<file path="src/rtl/pmic_pkg.sv">
package pmic_pkg;

    localparam int REG_W = 16;
    localparam int IDX_W = 5;

    typedef enum logic [IDX_W-1:0] {
        IX_ID       = 5'h00,
        IX_IRQ_PEND = 5'h01,
        IX_IRQ_MASK = 5'h02,
        IX_RTC_CAL  = 5'h06,
        IX_ADC      = 5'h08,
        IX_SAMPLE   = 5'h09,
        IX_CTRL1    = 5'h0D,
        IX_CTRL2    = 5'h0E,
        IX_STATUS   = 5'h16,
        IX_WDOG     = 5'h17
    } reg_idx_e;

    localparam logic [REG_W-1:0] RST_MASK = 16'hFFFF;
    localparam logic [REG_W-1:0] RST_CAL  = 16'h0001;
    localparam logic [REG_W-1:0] ID_BASE  = 16'h0215;

    localparam int ID_VARIANT_BIT = 7;
    localparam int IRQ_BIT_KEY    = 0;
    localparam int IRQ_BIT_ADC    = 8;
    localparam int STAT_KEY_BIT   = 5;
    localparam int WDOG_EN_BIT    = 1;
    localparam int ADC_CH_LSB     = 10;

    typedef struct packed {
        logic             wr;
        logic [IDX_W-1:0] idx;
        logic [REG_W-1:0] data;
    } bus_wr_t;

    function automatic logic hit(bus_wr_t w, logic [IDX_W-1:0] ix);
        return w.wr && (w.idx == ix);
    endfunction

    function automatic logic [REG_W-1:0] id_word(logic variant);
        logic [REG_W-1:0] v;
        v = ID_BASE;
        v[ID_VARIANT_BIT] = variant;
        return v;
    endfunction

endpackage

</file>
<file path="src/rtl/pmic_irq_ctrl.sv">
module pmic_irq_ctrl
    import pmic_pkg::*;
(
    input  logic             clk,
    input  logic             rst,
    input  bus_wr_t          bw,
    input  logic             key_set,
    input  logic             adc_set,
    output logic [REG_W-1:0] pend,
    output logic [REG_W-1:0] mask,
    output logic             irq
);

    logic [REG_W-1:0] pend_q, mask_q, pend_d;
    logic             pend_wr;

    assign pend_wr = hit(bw, IX_IRQ_PEND);

    always_comb begin
        pend_d = pend_q;
        if (pend_wr) pend_d = pend_q ^ bw.data;
        if (key_set) pend_d[IRQ_BIT_KEY] = 1'b1;
        if (adc_set) pend_d[IRQ_BIT_ADC] = 1'b1;
    end

    always_ff @(posedge clk) begin
        if (rst) begin
            pend_q <= '0;
            mask_q <= RST_MASK;
        end else begin
            pend_q <= pend_d;
            if (hit(bw, IX_IRQ_MASK)) mask_q <= bw.data;
        end
    end

    assign pend = pend_q;
    assign mask = mask_q;
    assign irq  = |(pend_q & ~mask_q);

    AST_KEY_SETS_PEND: assert property (@(posedge clk) disable iff (rst)
        key_set |=> pend[IRQ_BIT_KEY]);
    AST_ADC_SETS_PEND: assert property (@(posedge clk) disable iff (rst)
        adc_set |=> pend[IRQ_BIT_ADC]);
    AST_SET_BEATS_XOR: assert property (@(posedge clk) disable iff (rst)
        (key_set && pend_wr) |=> pend[IRQ_BIT_KEY]);
    AST_PEND_HOLDS: assert property (@(posedge clk) disable iff (rst)
        (!pend_wr && !key_set && !adc_set) |=> $stable(pend));
    AST_ALL_MASKED_QUIET: assert property (@(posedge clk) disable iff (rst)
        (mask == '1) |-> !irq);

endmodule

</file>
<file path="src/rtl/pmic_adc_store.sv">
module pmic_adc_store
    import pmic_pkg::*;
#(
    parameter  int ADC_CH    = 16,
    parameter  int ADC_RES_W = 10,
    localparam int CH_W      = $clog2(ADC_CH)
) (
    input  logic                 clk,
    input  logic                 rst,
    input  bus_wr_t              bw,
    input  logic                 res_wr,
    input  logic [CH_W-1:0]      res_chan,
    input  logic [ADC_RES_W-1:0] res_val,
    output logic [REG_W-1:0]     adc_word,
    output logic [REG_W-1:0]     sample_word,
    output logic                 sel_wr
);

    logic [ADC_RES_W-1:0] res_q [ADC_CH];
    logic [ADC_CH-1:0]    samp_q;
    logic [CH_W-1:0]      sel_q;
    logic                 samp_wr;

    assign sel_wr  = hit(bw, IX_ADC);
    assign samp_wr = hit(bw, IX_SAMPLE);

    always_ff @(posedge clk) begin
        if (rst) begin
            sel_q  <= '0;
            samp_q <= '0;
            for (int c = 0; c < ADC_CH; c++) res_q[c] <= '0;
        end else begin
            if (sel_wr) sel_q <= bw.data[ADC_CH_LSB +: CH_W];
            for (int c = 0; c < ADC_CH; c++) begin
                if (res_wr && res_chan == CH_W'(c)) begin
                    res_q[c]  <= res_val;
                    samp_q[c] <= 1'b1;
                end else if (samp_wr && bw.data[c]) begin
                    samp_q[c] <= 1'b0;
                end
            end
        end
    end

    always_comb begin
        adc_word = '0;
        adc_word[ADC_RES_W-1:0]      = res_q[sel_q];
        adc_word[ADC_CH_LSB +: CH_W] = sel_q;
    end

    assign sample_word = REG_W'(samp_q);

    AST_W1C_CLEARS: assert property (@(posedge clk) disable iff (rst)
        (samp_wr && !res_wr) |=> ((samp_q & $past(bw.data[ADC_CH-1:0])) == '0));
    AST_LOAD_FLAGS: assert property (@(posedge clk) disable iff (rst)
        res_wr |=> samp_q[$past(res_chan)]);
    AST_SEL_TRACKS: assert property (@(posedge clk) disable iff (rst)
        sel_wr |=> (sel_q == $past(bw.data[ADC_CH_LSB +: CH_W])));

endmodule

</file>
<file path="src/rtl/pmic_regbank.sv">
module pmic_regbank
    import pmic_pkg::*;
#(
    parameter int ADC_CH    = 16,
    parameter int ADC_RES_W = 10
) (
    input  logic                       clk,
    input  logic                       rst,
    input  logic                       variant_sel,
    input  logic                       acc_wr,
    input  logic [4:0]                 acc_idx,
    input  logic [15:0]                acc_wdata,
    output logic [15:0]                rd_data,
    input  logic                       key_evt,
    input  logic                       key_down,
    input  logic                       res_wr,
    input  logic [$clog2(ADC_CH)-1:0]  res_chan,
    input  logic [ADC_RES_W-1:0]       res_val,
    output logic                       irq,
    output logic                       shutdown_req
);

    bus_wr_t          bw;
    logic [REG_W-1:0] pend, mask, adc_word, sample_word;
    logic [REG_W-1:0] cal_q, ctrl1_q, ctrl2_q, status_word;
    logic             key_up_q, shdn_q, adc_sel_wr;

    assign bw = '{wr: acc_wr, idx: acc_idx, data: acc_wdata};

    pmic_irq_ctrl u_irq (
        .clk     (clk),
        .rst     (rst),
        .bw      (bw),
        .key_set (key_evt),
        .adc_set (adc_sel_wr),
        .pend    (pend),
        .mask    (mask),
        .irq     (irq)
    );

    pmic_adc_store #(
        .ADC_CH    (ADC_CH),
        .ADC_RES_W (ADC_RES_W)
    ) u_adc (
        .clk         (clk),
        .rst         (rst),
        .bw          (bw),
        .res_wr      (res_wr),
        .res_chan    (res_chan),
        .res_val     (res_val),
        .adc_word    (adc_word),
        .sample_word (sample_word),
        .sel_wr      (adc_sel_wr)
    );

    always_ff @(posedge clk) begin
        if (rst) begin
            cal_q    <= RST_CAL;
            ctrl1_q  <= '0;
            ctrl2_q  <= '0;
            key_up_q <= 1'b1;
            shdn_q   <= 1'b0;
        end else begin
            if (hit(bw, IX_RTC_CAL)) cal_q   <= bw.data;
            if (hit(bw, IX_CTRL1))   ctrl1_q <= bw.data;
            if (hit(bw, IX_CTRL2))   ctrl2_q <= bw.data;
            if (key_evt)             key_up_q <= ~key_down;
            shdn_q <= hit(bw, IX_WDOG) && (bw.data == '0) && ctrl1_q[WDOG_EN_BIT];
        end
    end

    always_comb begin
        status_word = '0;
        status_word[STAT_KEY_BIT] = key_up_q;
    end

    always_comb begin
        case (acc_idx)
            IX_ID:       rd_data = id_word(variant_sel);
            IX_IRQ_PEND: rd_data = pend;
            IX_IRQ_MASK: rd_data = mask;
            IX_RTC_CAL:  rd_data = cal_q;
            IX_ADC:      rd_data = adc_word;
            IX_SAMPLE:   rd_data = sample_word;
            IX_CTRL1:    rd_data = ctrl1_q;
            IX_CTRL2:    rd_data = ctrl2_q;
            IX_STATUS:   rd_data = status_word;
            default:     rd_data = '0;
        endcase
    end

    assign shutdown_req = shdn_q;

    AST_SHDN_ARMED: assert property (@(posedge clk) disable iff (rst)
        shutdown_req |-> $past(acc_wr && acc_idx == IX_WDOG && acc_wdata == '0
                               && ctrl1_q[WDOG_EN_BIT]));
    AST_KEY_LEVEL: assert property (@(posedge clk) disable iff (rst)
        key_evt |=> (key_up_q == !$past(key_down)));
    AST_CAL_HOLDS: assert property (@(posedge clk) disable iff (rst)
        !(acc_wr && acc_idx == IX_RTC_CAL) |=> $stable(cal_q));

endmodule

</file>
<file path="config.mk">
export PLATFORM = sky130hd
export DESIGN_NAME = pmic_regbank
export DESIGN_NICKNAME = d
export VERILOG_FILES = /design/src/rtl/pmic_pkg.sv /design/src/rtl/pmic_irq_ctrl.sv /design/src/rtl/pmic_adc_store.sv /design/src/rtl/pmic_regbank.sv
export SDC_FILE = /design/constraint.sdc
export NUM_CORES = 1
export LEC_CHECK = 0
export ABC_AREA = 0
export BUFFER_PORTS_ARGS = -buffer_cell sky130_fd_sc_hd__buf_4
export CORE_UTILIZATION = 50
export DETAILED_ROUTE_END_ITERATION = 7
export PLACE_DENSITY = 0.77
export SETUP_SLACK_MARGIN = 0.5
export SLEW_MARGIN = 10
export SYNTH_ARGS = -nofsm -noshare
export SYNTH_HDL_FRONTEND = slang
export SYNTH_SLANG_ARGS = --single-unit
export TNS_END_PERCENT = 5
</file>
<file path="constraint.sdc">
create_clock -name clk -period 3.9 [get_ports clk]
set_input_delay 0.585 -clock clk [delete_from_list [all_inputs] [get_ports clk]]
set_output_delay 0.585 -clock clk [all_outputs]
set_load 0.005 [all_outputs]
</file>
Yosys cells after proc, flatten, opt, wreduce, memory -nomap -nowiden
Memories as Yosys holds them, arrays and structs flattened. A register that Yosys moved wholly into a read port is not among the register bits.
Index checks and enable logic that the tools add are counted.
{"block": "word_totals", "n_memories": 1, "wordCells": 239, "out_inout_bits": 18, "ram_bits": 160, "inputBits": 42, "reg_bits": 102}
{"memory": "u_adc.res_q", "depth": 16, "word_bits": 10, "rd": 1, "rd_clocked_by_memory_dff": 1, "wr": 16, "line": "pmic_adc_store.sv:19", "rtl": "logic [ADC_RES_W-1:0] res_q [ADC_CH];"}
{"block": "op_classes", "n_eq_ne": 24, "n_reduce_logical": 64, "bitwise": 20, "muxes": 104}
{"operator": "2-to-1 mux 10 bit", "count": 16}
{"operator": "case mux 16 bit (9 select lines)", "count": 1}
{"operator": "2-to-1 mux 1 bit", "count": 84}
{"operator": "logical AND 1 bit", "count": 42}
{"operator": "nonzero test 2 bit", "count": 18}
{"operator": "equality test 4 bit (second input constant)", "count": 8}
{"operator": "equality test 5 x 4 -> 1 bit (second input constant)", "count": 4}
{"operator": "AND 16 bit", "count": 1}
{"operator": "equality test 4 x 3 -> 1 bit (second input constant)", "count": 4}
{"operator": "zero test 16 bit", "count": 1}
{"operator": "NOT 16 bit", "count": 1}
{"operator": "bitwise OR 1 bit", "count": 16}
{"operator": "OR reduction 16 bit", "count": 1}
{"operator": "bitwise XOR 16 bit", "count": 1}
{"operator": "equality test 5 bit (second input constant)", "count": 2}
{"operator": "2-to-1 mux 9 bit", "count": 1}
{"operator": "equality test 4 x 2 -> 1 bit (second input constant)", "count": 2}
{"operator": "2-to-1 mux 4 bit", "count": 2}
{"operator": "equality test 5 x 1 -> 1 bit (second input constant)", "count": 1}
{"operator": "equality test 5 x 2 -> 1 bit (second input constant)", "count": 1}
{"operator": "equality test 5 x 3 -> 1 bit (second input constant)", "count": 1}
{"operator": "zero test 5 bit", "count": 1}
{"operator": "equality test 4 x 1 -> 1 bit (second input constant)", "count": 1}
{"operator": "zero test 4 bit", "count": 1}
{"operator": "NOT 1 bit", "count": 1}

Logic depth before layout (Yosys ltp)
Gate-level depths: netlist of the first run.
{"block": "logic_depth", "word_depth": 6, "ltp_mapped": 8, "depth_no_buf": 4}

Modules after synthesis
A second synthesis of the first run with hierarchy kept.
{"block": "hier_totals", "hier_cells": 1045, "area_unflattened_um2": 11980.2}
{"mod": "pmic_adc_store", "instances": 1, "cells_per_inst": 528, "seq_area_each_um2": 5285.1, "area_each_um2": 7682.4}
{"mod": "pmic_regbank", "instances": 1, "cells_per_inst": 354, "seq_area_each_um2": 1001.0, "area_each_um2": 2751.4}
{"mod": "pmic_irq_ctrl", "instances": 1, "cells_per_inst": 163, "seq_area_each_um2": 640.6, "area_each_um2": 1546.5}

Least setup slack after synthesis of the first run
No wires, ideal clock.
{"block": "synth_timing", "kind": "input -> output", "startpoint": "input port acc_idx[0]", "endpoint": "output port rd_data[10]", "t_arrival_ps": 1859, "setup_slack_ps": 1456, "path_buffers": 2, "required_ps": 3315, "path_stages": 6, "path_cell_list": "clkbuf_1 nor3b_2 and2_1 clkbuf_1 a222oi_1 nand3_1"}
{"block": "synth_between", "elab_chain_cells": 2, "elab_cells_between_ends": 10, "classes_between": "eq/ne: 8; mux: 1; reduce/logical: 1"}
{"element": "start, declared", "line": "pmic_regbank.sv:11", "rtl": "input logic [4:0] acc_idx,"}
{"element": "equality test 5 bit (tied with other cells)", "line": "pmic_regbank.sv:78", "rtl": "case (acc_idx)"}
{"element": "case mux 16 bit (9 select lines) (*)", "line": "pmic_regbank.sv:78"}
{"element": "end, declared", "line": "pmic_regbank.sv:13", "rtl": "output logic [15:0] rd_data,"}
Every way passes the cells marked *; elsewhere a longest branch is shown, timed or not.

==> impl_metrics.ini, run 1 <==
[critical_path]
critPathCaptureType = output port
reg2reg_from = ctrl1_q[1]
required_ps = 3310
critPathCapture = rd_data[9]
r2r_end = shutdown_req
r2r_slack_ps = 2720
start_kind = register
critPathMaxFanout = 25
critPathKind = register to output port
critPathArrivalTime_ps = 2800
r2r_cells = 3

[routing]
dr_total_vias = 8486
drt_iter0_drc = 986
viasPerCell = 6.13
drc = 0
drt-wirelength-per-cell_um = 23.1
final_antenna_net_count = 0
wl_um = 31900
firstDrtPassIters = 5

[floorplanning]
core_region_area_um2 = 22800
start_util_pct = 51.3
dieArea_um2 = 24100
die_h_um = 155
die_w_um = 155
num_rows = 55
ioPinCount = 60

[clock_tree]
clkTransAtPathRegs_ps = 60
cts_made_buffers = 27
cts_root_buf = clkbuf_16
clock-sinks = 266
htreeDepth = 1
clock_latency_ps = 550
cts_max_path_buffers = 3
cts_tree = done

[power]
p_int_uw = 4580
p_switching_uw = 1330
combPwrFrac_pct = 6.1
vdd_ir_drop_max_v = 0.000429
pwr-share-clk_pct = 40.5
p_sw_share_pct = 22.6
p_leak_uw = 0.00479
seq_power_share_pct = 53.4
powerDensity_nw_per_um2 = 448

[sta]
setup_slack_ps = 512
tightest_slew_ps = 922
timing.fmax_mhz = 295
clock_skew_ps = 7.33
period_needed_ps = 3390
relSlewSlack_pct = 38.5
finalSetupTns_ps = 0
fin_crit_sh_pct = 86.9
setup_viol = 0
hold_viol = 0
rsz0062_at_grt = true
drv_slew = 0

[synth]
synth-edff-count = 160
synth.distinct_cells = 50
synth_nets = 1073
synth_area_um2 = 11700
yosysSeqAreaShare_pct = 59.0
yosysTopAreaCell = edfxtp_1
synth_top_area_share_pct = 41.0
netlist_instances = 1031
yosys_register_bits = 266
yosysWarnings = 0
ys_async_sr_fraction_pct = 0
postSynthAreaPerCell_um2 = 11.4
synthTopCellsByArea = edfxtp_1, dfxtp_1, mux4_2
ys.flop_type = edfxtp_1

[layout]
final_util_pct = 57.7
stdcell_count = 1385
area_delta_synth_final_pct = 12.4
finalInstanceArea_um2 = 13200
layout.nets = 1096
n_antenna_cell = 0
layout-drive-gt1-share_pct = 15.7

[placement]
hpwl_um = 20800
gp_routability_congestion = 0.947
place_ws_ps = 763
dpl-instance-area_um2 = 12300
place.port_buffers = 59
placedCellCount = 1334

[grt]
overflow = 0
antenna_found_initial = 0
grt_pass1_wl_um = 48300
grt_util_met3_pct = 5.82
grtUsageMet2_pct = 43.2
grt_pass1_vias = 8308
use_met1_pct = 35.5
grt_busiest_layer = met2
grtUsageTotal_pct = 26.9
grt_max_degree = 81

[hold_path]
worstHoldPathType = input pin to register

[job]
max-cap-violations = 0

[outcome]
status = complete, no violations
==> per-stage QoR <==
step,power (uW),hold slack (ps)
6_report,5910,294
5_1_grt,6060,297
3_3_place_gp,3550,441
2_1_floorplan,3410,432
3_5_place_dp,3570,447
4_1_cts,5910,294
==> cell usage in the layout, fill, tap and decap left out, drive strengths merged, types with 28 or more instances in the layout <==
master and instances:
edfxtp 160, nor2 153, dfxtp 106, nand2 97
buf 78, a21oi 55, inv 44, mux4 41
clkbuf 41, nand2b 28, nand4 28, mux2i 28
==> state kept, by name (all words and copies together), names as in the netlist, named ones only <==
name,flops
cal_q,16
ctrl1_q,16
ctrl2_q,16
key_up_q,1
shutdown_req,1
u_adc.res_q,160
u_adc.sample_word,16
u_adc.sel_q,4
u_irq.mask,16
u_irq.pend,16
==> worst min-delay path by stage <==
| stage | start | cells after the start | slack (ps) | to |
|---|---|---|---|---|
| 2_1_floorplan | cal_q[1] | 2 | 430 | cal_q[1] |
| 3_3_place_gp | ctrl2_q[8] | 2 | 440 | ctrl2_q[8] |
| 3_5_place_dp | ctrl2_q[3] | 2 | 450 | ctrl2_q[3] |
| 4_1_cts | key_evt | 3 | 290 | key_up_q |
| 5_1_grt | key_evt | 3 | 300 | key_up_q |
| 6_report | key_evt | 3 | 290 | key_up_q |
==> timing repair <==
item | 4_1_cts | 5_1_grt
buffers inserted | 4 | 0
setup endpoints to repair | 7 | 4
hold buffers | 0 | 0
resized for setup | 1 | 1
==> per-layer routing <==
layer / share of wire [%] / wire [um]
met4: 3.8 / 1210
met3: 9.3 / 2980
met2: 47 / 15100
met5: 0 / 0
met1: 40 / 12600
==> power by group through the flow <==
stage	Clock, uW	Sequential, uW	Combinational (uW)
floorplan	0	3190	215
global placement	0	3210	345
CTS	2400	3160	357
detailed placement	0	3220	352
global route	2510	3160	385
finish	2390	3160	360
==> cell families after synthesis <==
kind of cell,after synthesis,synth area share (%)
AND/OR/NAND/NOR,403,16.3
flip-flops,266,59.0
buffers and inverters,127,4.24
multiplexers,84,11.8
XOR/XNOR,16,1.19
AO/OA/AOI/OAI,135,7.41
==> worst max-delay path: stages, from the launching register on <==
cell and delay, ps:
dfxtp_1 330, buf_4 340, mux4_1 390, mux4_2 510
nand2_1 120, or3b_1 400, buf_4 160
==> area by class of cell <==
type	count	area (um2)
Multi-Input combinational cell	638	4310
Inverter	43	161
Fill cell	1883	9670
Clock inverter	6	40.0
Sequential cell	266	6930
Tap cell	313	392
Timing Repair Buffer	78	589
Clock buffer	41	758
==> synthesized netlist by cell type (15+ instances only) <==
cell type,number
nor2_1,153
mux2_2,15
dfxtp_1,106
nand3_1,25
a211o_1,17
a21oi_1,55
clkbuf_1,69
a22oi_1,20
inv_1,43
nand2b_1,28
edfxtp_1,160
nand2_1,97
mux4_2,37
nand4_1,28
mux2i_1,28
o21ai_0,20
(Power assumes the default switching activity.)
==> run 2, diff against run 1 <==
--- a/config.mk
+++ b/config.mk
@@ -9,8 +9,9 @@
 export BUFFER_PORTS_ARGS = -buffer_cell sky130_fd_sc_hd__buf_4
 export CORE_UTILIZATION = 50
 export DETAILED_ROUTE_END_ITERATION = 7
-export PLACE_DENSITY = 0.77
+export PLACE_DENSITY = 0.66
 export SETUP_SLACK_MARGIN = 0.5
+export SKIP_LAST_GASP = 1
 export SLEW_MARGIN = 10
 export SYNTH_ARGS = -nofsm -noshare
 export SYNTH_HDL_FRONTEND = slang
==> run 2 against run 1 <==
Against the previous run:
- combinational power increased by 2%
- sequential cell count is the same
- via count shrank 2.1%
- worst setup slack better by 150 ps
- cell count is 0.79% higher
- sequential share of layout area is 0.62 points lower
- clock skew about the same
- design area increased by 1.2%
- non-clock buffer count up 7
- critical path depth down 1
- core utilization up 0.67 points
==> impl_metrics.ini, run 2 (synthesized netlist as in run 1, its figures left out) <==
[outcome]
status = complete, no violations

[critical_path]
slowest_stage = mux4_1
crit_buf_inv = 1
path_cells = mux4_1 > mux4_2 > nand2_1 > or3b_1 > buf_4
r2r_slack_ps = 2780
required_ps = 3310
critPathKind = register to output port
critPathArrivalTime_ps = 2650
start_kind = register
cp_top_family = multiplexers
critPathMaxFanout = 7
cpPeakStageDelay_ps = 550
critPathCaptureType = output port

[grt]
use_met1_pct = 36.5
grt_max_degree = 72
grt_busiest_layer = met2
grt_util_met3_pct = 4.01
grtUsageTotal_pct = 27.3
grt_pass1_wl_um = 48900
grtUsageMet2_pct = 46.0
overflow = 0
antenna_found_initial = 0
grt_pass1_vias = 7971

[clock_tree]
clkTransAtPathRegs_ps = 60
cts_made_buffers = 28
cts_max_path_buffers = 3
cts_root_buf = clkbuf_16
clock_latency_ps = 550
cts_tree = done
clock-sinks = 266
htreeDepth = 1

[sta]
fin_crit_sh_pct = 83.0
clock_skew_ps = 7.68
setup_viol = 0
finalSetupTns_ps = 0
timing.fmax_mhz = 309
hold_viol = 0
rsz0062_at_grt = false
drv_slew = 0
relSlewSlack_pct = 37.6
setup_slack_ps = 662
period_needed_ps = 3240
tightest_slew_ps = 936

[layout]
n_antenna_cell = 0
regMostFlops = u_adc.res_q
final_cell_mix = edfxtp_1, nor2_1, dfxtp_1
nFillCells = 1927
layout-drive-gt1-share_pct = 16.6
ff_latch_area_um2 = 6930
area_delta_synth_final_pct = 13.7
mostFrequentLayoutCell = edfxtp_1
multi_input_area_um2 = 4310
finalInstanceArea_um2 = 13300
layout.nets = 1104
largest_reg_flops = 160
final_util_pct = 58.4

[placement]
place_ws_ps = 854
place.port_buffers = 59
gp_routability_congestion = 0.868
dpl-instance-area_um2 = 12400
hpwl_um = 21200

[floorplanning]
die_w_um = 155
die_h_um = 155
dieArea_um2 = 24100
ioPinCount = 60
start_util_pct = 51.3
num_rows = 55
core_region_area_um2 = 22800

[routing]
drc = 0
dr_total_vias = 8305
firstDrtPassIters = 7
drt-wirelength-per-cell_um = 23.1
drt_iter0_drc = 748
viasPerCell = 5.95
wl_um = 32300
final_antenna_net_count = 0

[power]
vdd_ir_drop_max_v = 0.000365
powerDensity_nw_per_um2 = 460
p_leak_uw = 0.00486

[job]
max-cap-violations = 0

[hold_path]
worstHoldPathType = input pin to register
[run 2: timing repair]
item | 4_1_cts | 5_1_grt
gates cloned | 0 | 0
setup endpoints to repair | 7 | 1
setup buffers | 1 | 1
gates resized for setup | 2 | 0
hold buffers | 0 | 0
[run 2: cell type report]
cell class	count	area share, %
sequential	266	52.0
multi-input combinational	638	32.3
clock buffer	34	5.50
timing repair buffer	85	4.88
tap	313	2.94
inverter	43	1.21
clock inverter	17	1.19
[run 2: power breakdown]
part / leakage [uW] / total (uW) / internal, uW / switching (uW)
logic: 0.00203 / 367 / 128 / 239
clock network: 0.000435 / 2620 / 1530 / 1090
registers: 0.00240 / 3150 / 3110 / 39.8
total: 0.00486 / 6140 / 4770 / 1370
[run 2: path summary, 6_finish.rpt]
kind / cells after the start / endpoint / start
max: 5 / rd_data[9] / register
min: 3 / key_up_q / key_evt
max reg2reg: 3 / shutdown_req / ctrl1_q[1]
min reg2reg: 2 / cal_q[8] / cal_q[8]
[run 2: worst min-delay path: cells and delay by family]
family                 cells  cell delay, ps
buffers and inverters      1              90
AO/OA/AOI/OAI              1              70
AND/OR/NAND/NOR            1              60
[run 2: routing by layer]
| layer | vias up | part of all wire (%) |
|---|---|---|
| li1 | 3758 | - |
| met1 | 4075 | 40 |
| met2 | 403 | 49 |
| met3 | 69 | 8.0 |
| met4 | 0 | 3.2 |
| met5 | - | 0 |
[run 2: metrics by stage]
step,cells,hold slack [ps],total power [uW]
2_1_floorplan,1031,432,3410
3_3_place_gp,1343,440,3570
3_5_place_dp,1343,446,3580
4_1_cts,1395,280,6170
5_1_grt,1396,289,6300
6_report,1396,290,6140
==> run 3, diff against run 2 <==
==> constraint.sdc (replaced) <==
create_clock -name clk -period 3.2 [get_ports clk]
set_input_delay 0.48 -clock clk [delete_from_list [all_inputs] [get_ports clk]]
set_output_delay 0.48 -clock clk [all_outputs]
set_load 0.005 [all_outputs]
==> run 3 against run 2 <==
Against the previous run:
- critical path depth is the same
- core utilization grew 0.46 points
- die area is the same
- cell count grew 0.50%
==> impl_metrics.ini, run 3 (synthesized netlist as in run 1, its figures left out) <==
[grt]
grt_pass1_vias = 8089
grt_max_degree = 58
grtUsageTotal_pct = 27.7
overflow = 0
antenna_found_initial = 0
grt_pass1_wl_um = 49400

[critical_path]
cpMostUsedCell = mux4_2
path_cells = mux4_2 > mux4_2 > nand2_2 > or3b_4 > buf_6
r2r_slack_ps = 2120
critPathArrivalTime_ps = 2540
r2r_cells = 3
crit_buf_inv = 1
critPathCaptureType = output port
critPathMaxFanout = 7
cp_top_family = multiplexers
worstSetupPathDepth = 5
required_ps = 2720
cpPeakStageDelay_ps = 500
critPathKind = register to output port
slowest_stage = mux4_2
start_kind = register

[routing]
drt_iter0_drc = 822
viasPerCell = 5.93
dr_total_vias = 8319
drt-wirelength-per-cell_um = 23.2
final_antenna_net_count = 0
drc = 0
firstDrtPassIters = 5
wl_um = 32500

[clock_tree]
clock-sinks = 266
cts_max_path_buffers = 3
htreeDepth = 1
cts_tree = done
ctsHoldBuffers = 0
clkTransAtPathRegs_ps = 60
clock_latency_ps = 550
cts_made_buffers = 28
cts_root_buf = clkbuf_16

[floorplanning]
dieArea_um2 = 24100
start_util_pct = 51.3
core_region_area_um2 = 22800
die_w_um = 155
die_h_um = 155
num_rows = 55
ioPinCount = 60

[sta]
setup_viol = 0
tightest_slew_ps = 850
fin_crit_sh_pct = 94.3
period_needed_ps = 3020
drv_slew = 0
hold_viol = 0
finalSetupTns_ps = 0
clock_skew_ps = 7.06
relSlewSlack_pct = 42.5
rsz0062_at_grt = true
timing.fmax_mhz = 331

[power]
pwr-share-clk_pct = 43.0
combPwrFrac_pct = 6.0
p_int_uw = 5850
p_sw_share_pct = 22.4
p_switching_uw = 1690
fin_total_pwr_uw = 7540
seq_power_share_pct = 51.0
powerDensity_nw_per_um2 = 561
p_leak_uw = 0.00492
vdd_ir_drop_max_v = 0.000437

[layout]
nFillCells = 1932
largest_reg_flops = 160
regMostFlops = u_adc.res_q
n_antenna_cell = 0
layout.nets = 1110
final_cell_mix = edfxtp_1, nor2_1, dfxtp_1
final_util_pct = 58.8
area_delta_synth_final_pct = 14.6
layout-drive-gt1-share_pct = 18.2
finalInstanceArea_um2 = 13400
mostFrequentLayoutCell = edfxtp_1

[hold_path]
worstHoldPathType = input pin to register
holdPathStages = 3

[outcome]
status = complete, no violations

[placement]
dpl-instance-area_um2 = 12500
hpwl_um = 21400
gp_routability_congestion = 0.904
place.port_buffers = 59

[job]
max-cap-violations = 0
## run 3: power groups by stage
stage                     clock [uW]  combinational [uW]  sequential [uW]
after floorplan                    0                 262             3890
after global placement             0                 446             3910
after detailed placement           0                 449             3920
after CTS                       3280                 453             3840
after global routing            3410                 486             3860
final                           3240                 454             3840
## run 3: repair_timing
| item | CTS | global route |
|---|---|---|
| resized for setup | 7 | 0 |
| buffers inserted | 1 | 0 |
| setup endpoints to repair | 10 | 10 |
## run 3: path summary, 6_finish.rpt
path | from | endpoint
setup / recovery | register | rd_data[9]
hold / removal | key_evt | key_up_q
setup reg to reg | ctrl1_q[1] | shutdown_req
hold reg to reg | cal_q[7] | cal_q[7]
## run 3: metrics by stage
step | hold WS, ps | setup WS (ps) | instances
global route | 182 | 122 | 1403
detailed placement | 447 | 551 | 1350
finish | 179 | 181 | 1403
CTS | 167 | 157 | 1403
global placement | 442 | 560 | 1350
floorplan | 432 | 885 | 1031
## run 3: worst reg2reg max path, cell delays in order, from the launching register on
cell     delay, ps
dfxtp_1        370
nor4b_1        380
nand4_1        130
nor3_1         140
## run 3: layout make-up
cell class	instances	area, um2	area share [%]
Clock inverter	9	81.3	0.605
Timing Repair Buffer	91	719	5.35
Sequential cell	266	6930	51.6
Tap cell	313	392	2.91
Clock buffer	43	847	6.30
Inverter	43	161	1.20
Multi-Input combinational cell	638	4310	32.1
## run 3: layer usage
| layer | part of all wire (%) | up-vias | track usage [%] | wire [um] |
|---|---|---|---|---|
| met5 | 0 | - | 0 | 0 |
| met4 | 3.2 | 0 | 9.62 | 1050 |
| met3 | 8.2 | 75 | 4.26 | 2670 |
| met2 | 48 | 389 | 45.2 | 15500 |
| met1 | 41 | 4082 | 38.0 | 13300 |
| li1 | - | 3773 | - | - |
